`src/rtl/sac_pkg.sv`:
```
package sac_pkg;
   typedef enum logic [1:0] {
      LD_SERIAL  = 2'd0,
      LD_TRACK   = 2'd1,
      LD_FROZEN  = 2'd2
   } load_kind_e;

   function automatic load_kind_e load_kind(input logic ser_mode, input logic le_lvl);
      if (ser_mode)    return LD_SERIAL;
      else if (le_lvl) return LD_TRACK;
      else             return LD_FROZEN;
   endfunction
endpackage

```
`src/rtl/sac_sync.sv`:
```
module sac_sync #(
   parameter int             W       = 1,
   parameter int             STAGES  = 2,
   parameter logic [W-1:0]   RST_VAL = '0
) (
   input  logic         clk_i,
   input  logic         rst_ni,
   input  logic [W-1:0] d_i,
   output logic [W-1:0] q_o
);
   logic [STAGES-1:0][W-1:0] stg_q;

   generate
      if (STAGES < 2) begin : g_bad_stages
         $error("sac_sync: STAGES must be at least 2");
      end
      if (W < 1) begin : g_bad_width
         $error("sac_sync: W must be at least 1");
      end
   endgenerate

   always_ff @(posedge clk_i or negedge rst_ni) begin
      if (!rst_ni) stg_q <= {STAGES{RST_VAL}};
      else         stg_q <= {stg_q[STAGES-2:0], d_i};
   end

   assign q_o = stg_q[STAGES-1];
endmodule

```
`src/rtl/sac_edge.sv`:
```
module sac_edge #(
   parameter logic RST_VAL = 1'b0
) (
   input  logic clk_i,
   input  logic rst_ni,
   input  logic lvl_i,
   output logic rise_o
);
   logic prev_q;

   always_ff @(posedge clk_i or negedge rst_ni) begin
      if (!rst_ni) prev_q <= RST_VAL;
      else         prev_q <= lvl_i;
   end

   assign rise_o = lvl_i & ~prev_q;

   AST_RISE_ONE_CYCLE: assert property (@(posedge clk_i) disable iff (!rst_ni)
      rise_o |=> !rise_o);
endmodule

```
`src/rtl/sac_shift.sv`:
```
module sac_shift #(
   parameter int WORD_W    = 6,
   parameter bit MSB_FIRST = 1'b1
) (
   input  logic              clk_i,
   input  logic              rst_ni,
   input  logic              ser_mode_i,
   input  logic              le_lvl_i,
   input  logic              sclk_rise_i,
   input  logic              data_i,
   output logic [WORD_W-1:0] sh_o
);
   logic              shift_en;
   logic [WORD_W-1:0] sh_q;
   logic [WORD_W-1:0] sh_nxt;

   assign shift_en = ser_mode_i & ~le_lvl_i & sclk_rise_i;

   generate
      if (WORD_W < 2) begin : g_bad_width
         $error("sac_shift: WORD_W must be at least 2");
      end
      if (MSB_FIRST) begin : g_msb_first
         assign sh_nxt = {sh_q[WORD_W-2:0], data_i};
      end else begin : g_lsb_first
         assign sh_nxt = {data_i, sh_q[WORD_W-1:1]};
      end
   endgenerate

   always_ff @(posedge clk_i or negedge rst_ni) begin
      if (!rst_ni)       sh_q <= '0;
      else if (shift_en) sh_q <= sh_nxt;
   end

   assign sh_o = sh_q;

   AST_SHIFT_GATED_BY_LE: assert property (@(posedge clk_i) disable iff (!rst_ni)
      le_lvl_i |=> $stable(sh_q));

   AST_SHIFT_NO_CLK_EDGE: assert property (@(posedge clk_i) disable iff (!rst_ni)
      !sclk_rise_i |=> $stable(sh_q));

   generate
      if (MSB_FIRST) begin : g_chk_msb
         AST_SHIFT_ENTRY_BIT: assert property (@(posedge clk_i) disable iff (!rst_ni)
            (ser_mode_i && !le_lvl_i && sclk_rise_i) |=>
               (sh_q[0] == $past(data_i)) &&
               (sh_q[WORD_W-1:1] == $past(sh_q[WORD_W-2:0])));
      end
   endgenerate
endmodule

```
`src/rtl/sac_word.sv`:
```
module sac_word
   import sac_pkg::*;
#(
   parameter int WORD_W = 6
) (
   input  logic              clk_i,
   input  logic              rst_ni,
   input  logic              ser_mode_i,
   input  logic              le_lvl_i,
   input  logic              le_rise_i,
   input  logic [WORD_W-1:0] sh_i,
   input  logic [WORD_W-1:0] par_i,
   output logic [WORD_W-1:0] word_o,
   output logic              upd_o
);
   localparam logic [WORD_W-1:0] MAX_WORD = {WORD_W{1'b1}};

   load_kind_e        kind;
   logic [WORD_W-1:0] word_q;
   logic [WORD_W-1:0] word_nxt;
   logic              upd_q;

   assign kind = load_kind(ser_mode_i, le_lvl_i);

   always_comb begin
      word_nxt = word_q;
      unique case (kind)
         LD_SERIAL: if (le_rise_i) word_nxt = sh_i;
         LD_TRACK:  word_nxt = par_i;
         LD_FROZEN: word_nxt = word_q;
         default:   word_nxt = word_q;
      endcase
   end

   always_ff @(posedge clk_i or negedge rst_ni) begin
      if (!rst_ni) begin
         word_q <= MAX_WORD;
         upd_q  <= 1'b0;
      end else begin
         word_q <= word_nxt;
         upd_q  <= (word_nxt != word_q);
      end
   end

   assign word_o = word_q;
   assign upd_o  = upd_q;

   AST_UPD_MATCHES_CHANGE: assert property (@(posedge clk_i) disable iff (!rst_ni)
      1'b1 |=> (upd_q == (word_q != $past(word_q))));

   AST_SERIAL_HOLD: assert property (@(posedge clk_i) disable iff (!rst_ni)
      (ser_mode_i && !le_rise_i) |=> $stable(word_q));

   AST_SERIAL_COMMIT: assert property (@(posedge clk_i) disable iff (!rst_ni)
      (ser_mode_i && le_rise_i) |=> (word_q == $past(sh_i)));

   AST_TRACK_FOLLOW: assert property (@(posedge clk_i) disable iff (!rst_ni)
      (!ser_mode_i && le_lvl_i) |=> (word_q == $past(par_i)));

   AST_FROZEN_HOLD: assert property (@(posedge clk_i) disable iff (!rst_ni)
      (!ser_mode_i && !le_lvl_i) |=> $stable(word_q));
endmodule

```
`src/rtl/step_atten_ctrl.sv`:
```
module step_atten_ctrl #(
   parameter int WORD_W      = 6,
   parameter int SYNC_STAGES = 2,
   parameter bit MSB_FIRST   = 1'b1
) (
   input  logic              clk_i,
   input  logic              rst_ni,
   input  logic              ser_data_i,
   input  logic              ser_clk_i,
   input  logic              latch_i,
   input  logic              mode_ser_i,
   input  logic [WORD_W-1:0] par_word_i,
   output logic [WORD_W-1:0] atten_o,
   output logic              upd_o
);
   localparam int          CTL_W   = 4;
   localparam logic [CTL_W-1:0] CTL_RST = 4'b1100; // mode=serial, latch=high, clk=0, data=0

   logic [CTL_W-1:0]  ctl_raw;
   logic [CTL_W-1:0]  ctl_s;
   logic [WORD_W-1:0] par_s;
   logic              mode_s, le_s, sclk_s, data_s;
   logic              sclk_rise, le_rise;
   logic [WORD_W-1:0] sh_word;

   generate
      if (WORD_W < 2) begin : g_bad_width
         $error("step_atten_ctrl: WORD_W must be at least 2");
      end
      if (SYNC_STAGES < 2) begin : g_bad_sync
         $error("step_atten_ctrl: SYNC_STAGES must be at least 2");
      end
   endgenerate

   assign ctl_raw = {mode_ser_i, latch_i, ser_clk_i, ser_data_i};

   sac_sync #(.W(CTL_W), .STAGES(SYNC_STAGES), .RST_VAL(CTL_RST)) u_ctl_sync (
      .clk_i (clk_i), .rst_ni (rst_ni), .d_i (ctl_raw), .q_o (ctl_s)
   );

   sac_sync #(.W(WORD_W), .STAGES(SYNC_STAGES), .RST_VAL('0)) u_par_sync (
      .clk_i (clk_i), .rst_ni (rst_ni), .d_i (par_word_i), .q_o (par_s)
   );

   assign {mode_s, le_s, sclk_s, data_s} = ctl_s;

   sac_edge #(.RST_VAL(1'b0)) u_sclk_edge (
      .clk_i (clk_i), .rst_ni (rst_ni), .lvl_i (sclk_s), .rise_o (sclk_rise)
   );

   sac_edge #(.RST_VAL(1'b1)) u_le_edge (
      .clk_i (clk_i), .rst_ni (rst_ni), .lvl_i (le_s), .rise_o (le_rise)
   );

   sac_shift #(.WORD_W(WORD_W), .MSB_FIRST(MSB_FIRST)) u_shift (
      .clk_i       (clk_i),
      .rst_ni      (rst_ni),
      .ser_mode_i  (mode_s),
      .le_lvl_i    (le_s),
      .sclk_rise_i (sclk_rise),
      .data_i      (data_s),
      .sh_o        (sh_word)
   );

   sac_word #(.WORD_W(WORD_W)) u_word (
      .clk_i      (clk_i),
      .rst_ni     (rst_ni),
      .ser_mode_i (mode_s),
      .le_lvl_i   (le_s),
      .le_rise_i  (le_rise),
      .sh_i       (sh_word),
      .par_i      (par_s),
      .word_o     (atten_o),
      .upd_o      (upd_o)
   );

   AST_RESET_MAX: assert property (@(posedge clk_i)
      !rst_ni |=> (!rst_ni || (atten_o == {WORD_W{1'b1}})));

   AST_SER_IGNORES_BUS: assert property (@(posedge clk_i) disable iff (!rst_ni)
      (mode_s && !le_rise) |=> $stable(atten_o));
endmodule

```
`config.mk`:
```
export PLATFORM = sky130hd
export DESIGN_NAME = step_atten_ctrl
export DESIGN_NICKNAME = d
export VERILOG_FILES = /design/src/rtl/sac_pkg.sv /design/src/rtl/sac_sync.sv /design/src/rtl/sac_edge.sv /design/src/rtl/sac_shift.sv /design/src/rtl/sac_word.sv /design/src/rtl/step_atten_ctrl.sv
export SDC_FILE = /design/constraint.sdc
export NUM_CORES = 1
export LEC_CHECK = 0
export ABC_AREA = 1
export BUFFER_PORTS_ARGS = -buffer_cell sky130_fd_sc_hd__buf_4
export CAP_MARGIN = 20
export CORE_ASPECT_RATIO = 0.8
export CORE_UTILIZATION = 55
export DETAILED_ROUTE_END_ITERATION = 16
export PLACE_DENSITY = 0.84
export SLEW_MARGIN = 10
export SYNTH_ARGS = -nofsm -noshare
export SYNTH_HDL_FRONTEND = slang
export SYNTH_HIERARCHICAL = 1
export SYNTH_SLANG_ARGS = --single-unit
```
`constraint.sdc`:
```
create_clock -name clk_i -period 2.14 [get_ports clk_i]
set_clock_uncertainty 0.15 [all_clocks]
set_input_delay 0.214 -clock clk_i [delete_from_list [all_inputs] [get_ports clk_i]]
set_output_delay 0.214 -clock clk_i [all_outputs]
set_load 0.02 [all_outputs]
```
After elaboration in Yosys (flattened, before gate mapping)
Cells that the tools add are included.
- output and inout port bits: 7
- input port bits: 12
- bits in registers: 35
- reductions and logical operators: 1
- equality and inequality tests: 2
- multiplexer cells: 4
- bitwise gates (word level): 7
- operator list (cell ; number):
    one-hot mux 6 bit (2 select lines) ; 1
    two-way mux 6 bit ; 1
    != test 6 bit ; 1
    AND 1 bit ; 4
    two-way mux 2 bit ; 2
    NOT 1 bit ; 3
    equality test 2 x 1 -> 1 bit (second input constant) ; 1
    zero test 2 bit ; 1

Logic depth before layout (Yosys ltp)
Gate-level depths: netlist (run 1).
- depth after elaboration: 5
- depth in mapped cells: 13
- mapped depth without buffers: 11

Hierarchy
The synthesis (run 1) kept the hierarchy.
- by module, submodules not included (module ; area an instance (µm²) ; times used ; cells each ; sequential area each (µm²)):
    sac_word ; 565.5 ; 1 ; 86 ; 182.7
    sac_sync at u_par_sync ; 345.3 ; 1 ; 18 ; 300.3
    sac_shift ; 254.0 ; 1 ; 26 ; 150.1
    sac_sync at u_ctl_sync ; 235.2 ; 1 ; 12 ; 205.2
    sac_edge at u_le_edge ; 36.3 ; 1 ; 3 ; 26.3
    sac_edge at u_sclk_edge ; 35.0 ; 1 ; 3 ; 25.0

Worst setup path before layout (run 1)
Ideal clock, no wire load.
- kind: register to register
- from: reg u_ctl_sync.stg_q, in the netlist u_ctl_sync/q_o[2]
- to: reg u_word.upd_q (netlist: u_word/upd_o)
- library setup time: 0.117 ns
- data required time: 1.873 ns
- arrival time: 1.431 ns
- buffers on the path: 2
- stages on the path, launching flop included: 14
- path slack: 0.442 ns
- cell sequence: dfstp_2 buf_4 inv_1 nor2_2 buf_4 inv_2 nand2_1 nand3_1 nand2_4 nand2_1 nand2_1 nand2_1 nor2_2 nand2_1
- elaborated cells on any way between the ends: 8
- classes of those cells: 2 x eq/ne; 4 x mux; 1 x bitwise; 1 x reduce/logical
- RTL lines (item ; line ; text):
    start, declared ; sac_sync.sv:11 ; logic [STAGES-1:0][W-1:0] stg_q;
    start signal, assigned ; sac_sync.sv:23 ; if (!rst_ni) stg_q <= {STAGES{RST_VAL}};
    start signal, assigned ; sac_sync.sv:24 ; else stg_q <= {stg_q[STAGES-2:0], d_i};
    AND 1 bit ; sac_edge.sv:16 ; assign rise_o = lvl_i & ~prev_q;
    via le_rise ; step_atten_ctrl.sv:23 ; logic sclk_rise, le_rise;
    two-way mux 6 bit ; sac_word.sv:28 ; LD_SERIAL: if (le_rise_i) word_nxt = sh_i;
    one-hot mux 6 bit (2 select lines) ; sac_word.sv:27 ; unique case (kind)
    via u_word.word_nxt[3] ; sac_word.sv:20 ; logic [WORD_W-1:0] word_nxt;
    != test 6 bit ; sac_word.sv:41 ; upd_q <= (word_nxt != word_q);
    end signal, assigned ; sac_word.sv:41 ;
    end, declared ; sac_word.sv:21 ; logic upd_q;
The timed path passes the listed nets, and every way through them passes these cells.
A chain may end at the register's enable or synchronous reset.

Worst setup path in the final report (run 1)
Same ends and word-level chain as after synthesis.

==> impl_metrics.env, run 1 <==
export IMPL_run_status="finished, final reports clean"
export IMPL_setup_worst_path_start_class="flop"
export IMPL_setup_reg_to_reg_worst_slack_ns=0.26
export IMPL_synth_compound_area_share_pct=0.680
export IMPL_postCtsSetupRepairBufs=0
export IMPL_tightest_slew_ns=0.411
export IMPL_worstSetupEndpointType="flop"
export IMPL_synth_cell_types=17
export IMPL_crit_arrival_ns=1.96
export IMPL_grt_pass1_vias=853
export IMPL_synth_xor_xnor_area_share_pct=0
export IMPL_synth_warn=6
export IMPL_fp_dieW_um=59.8
export IMPL_route_antenna_remaining_nets=0
export IMPL_die_h_um=48.3
export IMPL_post_route_drc_count=0
export IMPL_timing_setup_critical_path_class="flop to flop"
export IMPL_synthCells=148
export IMPL_total_wirelength_of_the_detailed_routed_design_mm=2.34
export IMPL_firstDrtPassIters=4
export IMPL_place_ws_ns=0.272
export IMPL_yosysTopAreaCell="sky130_fd_sc_hd__dfrtp_1"
export IMPL_synthToLayoutAreaGrowth_pct=17.1
export IMPL_effective_utilization_at_floorplan_pct=59.3
export IMPL_yosys_top_cells_area="sky130_fd_sc_hd__dfrtp_1 (41%), sky130_fd_sc_hd__dfstp_2 (20%), sky130_fd_sc_hd__nand2_1 (12%)"
export IMPL_vias_per_cell=4.82
export IMPL_critPathMostFrequentCell="sky130_fd_sc_hd__nand2_1"
export IMPL_detail_route_wl_per_cell_um=11.2
export IMPL_cts_sink_count=35
export IMPL_setup_tns_final_ns=0
export IMPL_power_per_cell_area_mw_per_mm2=783
export IMPL_cp_slowest_cell="sky130_fd_sc_hd__dfstp_2"
export IMPL_timing_fmax_mhz=531
export IMPL_top_level_ports=19
export IMPL_clkSlewWorstSetupHoldPaths_ns=0.10
export IMPL_reg2reg_from="u_ctl_sync/q_o[2]"
export IMPL_post_dp_hpwl_mm=1.52
export IMPL_wire_length_of_the_first_global_routing_pass_mm=3.75
export IMPL_cp_max_fo=9
export IMPL_die_area_sq_mm=0.00289
export IMPL_multiplexer_share_of_the_synthesized_area_pct=0
export IMPL_clock_tree_htree_level_count=2
export IMPL_synth_seq_area_share_pct=60.5
export IMPL_fin_hold_ws_ns=0.206
export IMPL_critical_register_to_register_path_endpoint="u_word/upd_o"
export IMPL_slew_limit_fails=0
export IMPL_p_leak_nw=0.842
export IMPL_drive_above_1_share_pct=28.9
export IMPL_synthesis_nets=160
export IMPL_final_setup_viol_count=0
export IMPL_number_of_antenna_violations_at_the_first_check_in_global_routing=0
export IMPL_register_bit_total_from_synthesis=35
export IMPL_timing_final_crit_share_pct=88.0
export IMPL_grt_start_max_net_pins=36
export IMPL_synth_simple_area_share_pct=27.6
export IMPL_grt_setup_unrepaired="no"
export IMPL_cts_root_buf="sky130_fd_sc_hd__clkbuf_4"
export IMPL_power_ir_vdd_worst_uv=500
export IMPL_utilization_pct=69.4
export IMPL_synthesis_area_sq_mm=0.00147
export IMPL_residual_overflow_from_global_routing=0
export IMPL_critical_path_cell_chain="inv_1 -> nor2_2 -> inv_2 -> nand2_1 -> nand3_1 -> nand2_4 -> nand2_1 -> nand2_1 -> nand2_1 -> nor2_2 -> nand2_1"
export IMPL_synthAdderAreaFrac_pct=0
export IMPL_port_buffer_count=18
export IMPL_clockBufferDepth=2
export IMPL_synth_top_family_by_area="simple AND/OR/NAND/NOR gates"
export IMPL_highest_cell_delay_on_the_worst_timing_path_ns=0.63
export IMPL_routabilityCongestion=0.859
export IMPL_worst_slack_ns=0.257
export IMPL_critical_path_required_ns=2.21
export IMPL_rows=16
export IMPL_track_usage_pct=19.1
export IMPL_avgSynthCellArea_sq_um=9.94
export IMPL_dr_first_iter_drc_count=43
export IMPL_max_cap_violations=0
export IMPL_startpoint="u_ctl_sync/q_o[2]"
export IMPL_fin_nets=184
export IMPL_timing_slew_headroom_pct=72.6
export IMPL_insertion_delay_ns=0.34
export IMPL_core_area_sq_mm=0.00248
export IMPL_cts_inserted_buffers=5
export IMPL_n_antenna_cell=0
export IMPL_clock_tree_from_tritoncts="done"
export IMPL_timing_final_hold_violations=0
export IMPL_min_path_type="primary input to asynchronous set/reset pin"
export IMPL_finalCriticalPeriod_ns=1.88
export IMPL_via_count=1008
export IMPL_reg2reg_depth=11
export IMPL_synth_largest_type_area_fraction_pct=40.8
-- registers in the layout (all words and copies together), names as in the netlist --
name                flops
u_le_edge/prev_q        1
u_par_sync/stg_q        6
u_ctl_sync/q_o          4
u_ctl_sync/stg_q        4
u_word/upd_o            1
u_word/word_o           6
u_shift/sh_o            6
u_sclk_edge/prev_q      1
u_par_sync/q_o          6
-- kinds of logic after synthesis --
family | Yosys count
buffers and inverters | 31
AO/OA/AOI/OAI | 2
AND/OR/NAND/NOR | 80
flip-flops | 35
-- critical path, delay by kind of cell, from the launching register on --
kind	cells	cell delay [ns]
AND/OR/NAND/NOR	9	0.84
flip-flops	1	0.63
buffers and inverters	2	0.16
-- cell usage in the layout, fill, tap and decap left out --
| master | instances |
|---|---|
| sky130_fd_sc_hd__clkbuf_4 | 5 |
| sky130_fd_sc_hd__inv_1 | 15 |
| sky130_fd_sc_hd__dfstp_2 | 11 |
| sky130_fd_sc_hd__clkbuf_1 | 1 |
| sky130_fd_sc_hd__nor2_4 | 2 |
| sky130_fd_sc_hd__dfrtp_1 | 24 |
| sky130_fd_sc_hd__nand3_2 | 1 |
| sky130_fd_sc_hd__clkinv_2 | 1 |
| sky130_fd_sc_hd__nand2_2 | 1 |
| sky130_fd_sc_hd__nand2_1 | 47 |
| sky130_fd_sc_hd__buf_4 | 18 |
| sky130_fd_sc_hd__dlygate4sd3_1 | 11 |
| sky130_fd_sc_hd__nor2_1 | 1 |
| sky130_fd_sc_hd__nand3_1 | 12 |
| sky130_fd_sc_hd__o21ai_0 | 2 |
| sky130_fd_sc_hd__nand2_4 | 1 |
| sky130_fd_sc_hd__nand4_1 | 10 |
| sky130_fd_sc_hd__nor2_2 | 3 |
| sky130_fd_sc_hd__inv_2 | 4 |
| sky130_fd_sc_hd__nand3_4 | 2 |
| sky130_fd_sc_hd__clkinv_4 | 1 |
-- area by class of cell --
class	instances	area, sq um
Sequential cell	35	890
Fill cell	201	759
Multi-Input combinational cell	82	417
Timing Repair Buffer	29	245
Inverter	19	71.3
Tap cell	36	45.0
Clock buffer	6	41.3
Clock inverter	2	13.8
-- cells in the mapped netlist --
master / instances
sky130_fd_sc_hd__nand2_1: 47
sky130_fd_sc_hd__dfrtp_1: 24
sky130_fd_sc_hd__inv_1: 15
sky130_fd_sc_hd__nand3_1: 12
sky130_fd_sc_hd__buf_4: 11
sky130_fd_sc_hd__dfstp_2: 11
sky130_fd_sc_hd__nand4_1: 10
sky130_fd_sc_hd__inv_2: 4
sky130_fd_sc_hd__nor2_2: 3
sky130_fd_sc_hd__nand3_4: 2
sky130_fd_sc_hd__nor2_4: 2
sky130_fd_sc_hd__o21ai_0: 2
sky130_fd_sc_hd__buf_6: 1
sky130_fd_sc_hd__nand2_2: 1
sky130_fd_sc_hd__nand2_4: 1
sky130_fd_sc_hd__nand3_2: 1
sky130_fd_sc_hd__nor2_1: 1
-- where the power goes --
part | switching [W] | internal (W)
sequential | 0.0000476 | 0.000734
clock | 0.000213 | 0.000129
combinational | 0.000127 | 0.0000969
-- per-layer routing --
metal | up-vias | wire length [um] | GRT usage, %
li1 | 501 | - | -
met1 | 478 | 1090 | 24.8
met2 | 24 | 1100 | 28.9
met3 | 5 | 100 | 5.84
met4 | 0 | 41 | 11.2
met5 | - | 0 | 0
-- metrics by stage --
step | total power [W] | area (sq um) | instances
2_1_floorplan | 0.000935 | 1470 | 148
4_1_cts | 0.00136 | 1720 | 209
5_1_grt | 0.00143 | 1720 | 209
6_report | 0.00135 | 1720 | 209
3_3_place_gp | 0.000992 | 1560 | 190
3_5_place_dp | 0.00100 | 1560 | 190
-- worst max-delay path by stage --
stage | end | slack (ns) | depth (start not counted)
after CTS | u_word/upd_o | 0.25 | 11
after detailed placement | u_word/upd_o | 0.27 | 11
after floorplan | u_word/upd_o | 0.44 | 13
after global placement | u_word/upd_o | 0.36 | 11
final | u_word/upd_o | 0.26 | 11
after global routing | u_word/upd_o | 0.07 | 11
-- repair_timing --
item                                   CTS  global route
endpoints found under the hold margin   45             0
gates resized for setup                  0             0
hold buffers                            11             0
No activity file was read; power rests on OpenSTA's default activity.
==> run 2, diff against run 1 <==
--- a/config.mk
+++ b/config.mk
@@ -12,6 +12,7 @@
 export CORE_UTILIZATION = 55
 export DETAILED_ROUTE_END_ITERATION = 16
 export PLACE_DENSITY = 0.84
+export REMOVE_ABC_BUFFERS = 1
 export SLEW_MARGIN = 10
 export SYNTH_ARGS = -nofsm -noshare
 export SYNTH_HDL_FRONTEND = slang
==> impl_metrics.env, run 2 (same netlist as run 1, synthesis figures left out) <==
export IMPL_run_status="finished, final reports clean"
export IMPL_vias_per_cell=4.89
export IMPL_track_usage_pct=18.7
export IMPL_tightest_slew_ns=0.409
export IMPL_top_level_ports=19
export IMPL_power_per_cell_area_mw_per_mm2=806
export IMPL_detail_route_wl_per_cell_um=11.3
export IMPL_timing_fmax_mhz=537
export IMPL_insertion_delay_ns=0.35
export IMPL_cts_inserted_buffers=5
export IMPL_wire_length_of_the_first_global_routing_pass_mm=3.65
export IMPL_worst_path_buf_inv=2
export IMPL_timing_critical_path_depth=11
export IMPL_power_ir_vdd_worst_uv=526
export IMPL_route_antenna_remaining_nets=0
export IMPL_critical_path_required_ns=2.24
export IMPL_core_area_sq_mm=0.00248
export IMPL_synthToLayoutAreaGrowth_pct=17.9
export IMPL_min_path_type="primary input to asynchronous set/reset pin"
export IMPL_critical_path_cell_chain="inv_1 -> nor2_2 -> inv_2 -> nand2_1 -> nand3_1 -> nand2_4 -> nand2_1 -> nand2_1 -> nand2_1 -> nor2_2 -> nand2_1"
export IMPL_cp_max_fo=9
export IMPL_postCtsSetupRepairBufs=0
export IMPL_drive_above_1_share_pct=29.5
export IMPL_crit_arrival_ns=1.96
export IMPL_reg2reg_from="u_ctl_sync/q_o[2]"
export IMPL_worst_slack_ns=0.277
export IMPL_place_ws_ns=0.308
export IMPL_critical_register_to_register_path_endpoint="u_word/upd_o"
export IMPL_p_leak_nw=0.844
export IMPL_routabilityCongestion=0.794
export IMPL_reg2reg_depth=11
export IMPL_setup_worst_path_start_class="flop"
export IMPL_highest_cell_delay_on_the_worst_timing_path_ns=0.63
export IMPL_clkSlewWorstSetupHoldPaths_ns=0.11
export IMPL_setup_tns_final_ns=0
export IMPL_post_route_drc_count=0
export IMPL_worstSetupEndpointType="flop"
export IMPL_clock_tree_htree_level_count=2
export IMPL_cts_sink_count=35
export IMPL_critPathMostFrequentCell="sky130_fd_sc_hd__nand2_1"
export IMPL_timing_setup_critical_path_class="flop to flop"
export IMPL_grt_pass1_vias=891
export IMPL_clock_tree_from_tritoncts="done"
export IMPL_fin_nets=184
export IMPL_max_cap_violations=0
export IMPL_via_count=1022
export IMPL_post_dp_hpwl_mm=1.54
export IMPL_firstDrtPassIters=4
export IMPL_fp_dieW_um=59.8
export IMPL_timing_final_crit_share_pct=87.1
export IMPL_grt_setup_unrepaired="no"
export IMPL_mostFrequentLayoutCells="sky130_fd_sc_hd__nand2_1 (47), sky130_fd_sc_hd__dfrtp_1 (24), sky130_fd_sc_hd__buf_4 (18)"
export IMPL_cts_root_buf="sky130_fd_sc_hd__clkbuf_4"
export IMPL_crit_end="u_word/upd_o"
export IMPL_total_wirelength_of_the_detailed_routed_design_mm=2.37
export IMPL_rows=16
export IMPL_die_h_um=48.3
export IMPL_clockBufferDepth=2
export IMPL_finalCriticalPeriod_ns=1.86
export IMPL_grt_start_max_net_pins=36
export IMPL_setup_reg_to_reg_worst_slack_ns=0.28
export IMPL_residual_overflow_from_global_routing=0
export IMPL_final_setup_viol_count=0
export IMPL_dr_first_iter_drc_count=52
export IMPL_startpoint="u_ctl_sync/q_o[2]"
export IMPL_slew_limit_fails=0
export IMPL_effective_utilization_at_floorplan_pct=59.3
export IMPL_layout_commonest_cell="sky130_fd_sc_hd__nand2_1"
export IMPL_port_buffer_count=18
export IMPL_crit_family="simple AND/OR/NAND/NOR gates"
export IMPL_number_of_antenna_violations_at_the_first_check_in_global_routing=0
export IMPL_timing_final_hold_violations=0
export IMPL_cp_slowest_cell="sky130_fd_sc_hd__dfstp_2"
export IMPL_n_antenna_cell=0
export IMPL_timing_slew_headroom_pct=72.7
export IMPL_die_area_sq_mm=0.00289
## run 2: changes by cell type in the layout (fill, tap and decap cells not counted)
cell,previous run,this run
sky130_fd_sc_hd__clkbuf_8,0,1
sky130_fd_sc_hd__clkbuf_1,1,0
sky130_fd_sc_hd__clkinvlp_4,0,1
sky130_fd_sc_hd__clkinv_2,1,0
## run 2: how the worst min path moves through the flow
stage,startpoint,end,cells after the start
finish,rst_ni,u_shift/sh_o[4],2
global route,rst_ni,u_shift/sh_o[4],2
CTS,rst_ni,u_shift/sh_o[4],2
detailed placement,rst_ni,u_shift/sh_o[4],1
global placement,rst_ni,u_shift/sh_o[3],1
floorplan,rst_ni,u_ctl_sync/q_o[0],0
## run 2: repair_timing
item	CTS	global route
gates resized for setup	0	0
endpoints found under the setup margin	0	0
hold buffers	11	0
endpoints found under the hold margin	45	0
## run 2: layout make-up
| cell class | count | area [sq um] |
|---|---|---|
| sequential | 35 | 890 |
| fill | 193 | 747 |
| multi-input combinational | 82 | 417 |
| timing repair buffer | 29 | 245 |
| inverter | 19 | 71.3 |
| clock buffer | 6 | 51.3 |
| tap | 36 | 45.0 |
| clock inverter | 2 | 16.3 |
## run 2: stage by stage
step	area, sq um	utilization, %	cells	hold WS (ns)	total power [W]
2_1_floorplan	1380	-	136	-0.232	0.000918
3_3_place_gp	1560	62.8	190	0.0205	0.000992
3_5_place_dp	1560	62.8	190	0.0284	0.00100
4_1_cts	1740	69.9	209	0.182	0.00141
5_1_grt	1740	69.9	209	0.210	0.00148
6_report	1740	69.9	209	0.181	0.00140
## run 2: layer usage
layer	global-route usage, %	up-vias	wire [um]
met1	22.1	479	1060
met3	8.75	6	122
li1	-	506	-
met4	9.77	0	38
met5	0	-	0
met2	29.3	31	1150
## run 2: report_power, final
part           internal, W  switching, W  total (W)
logic            0.0000968      0.000127   0.000224
clock network     0.000162      0.000231   0.000393
registers         0.000734     0.0000477   0.000782
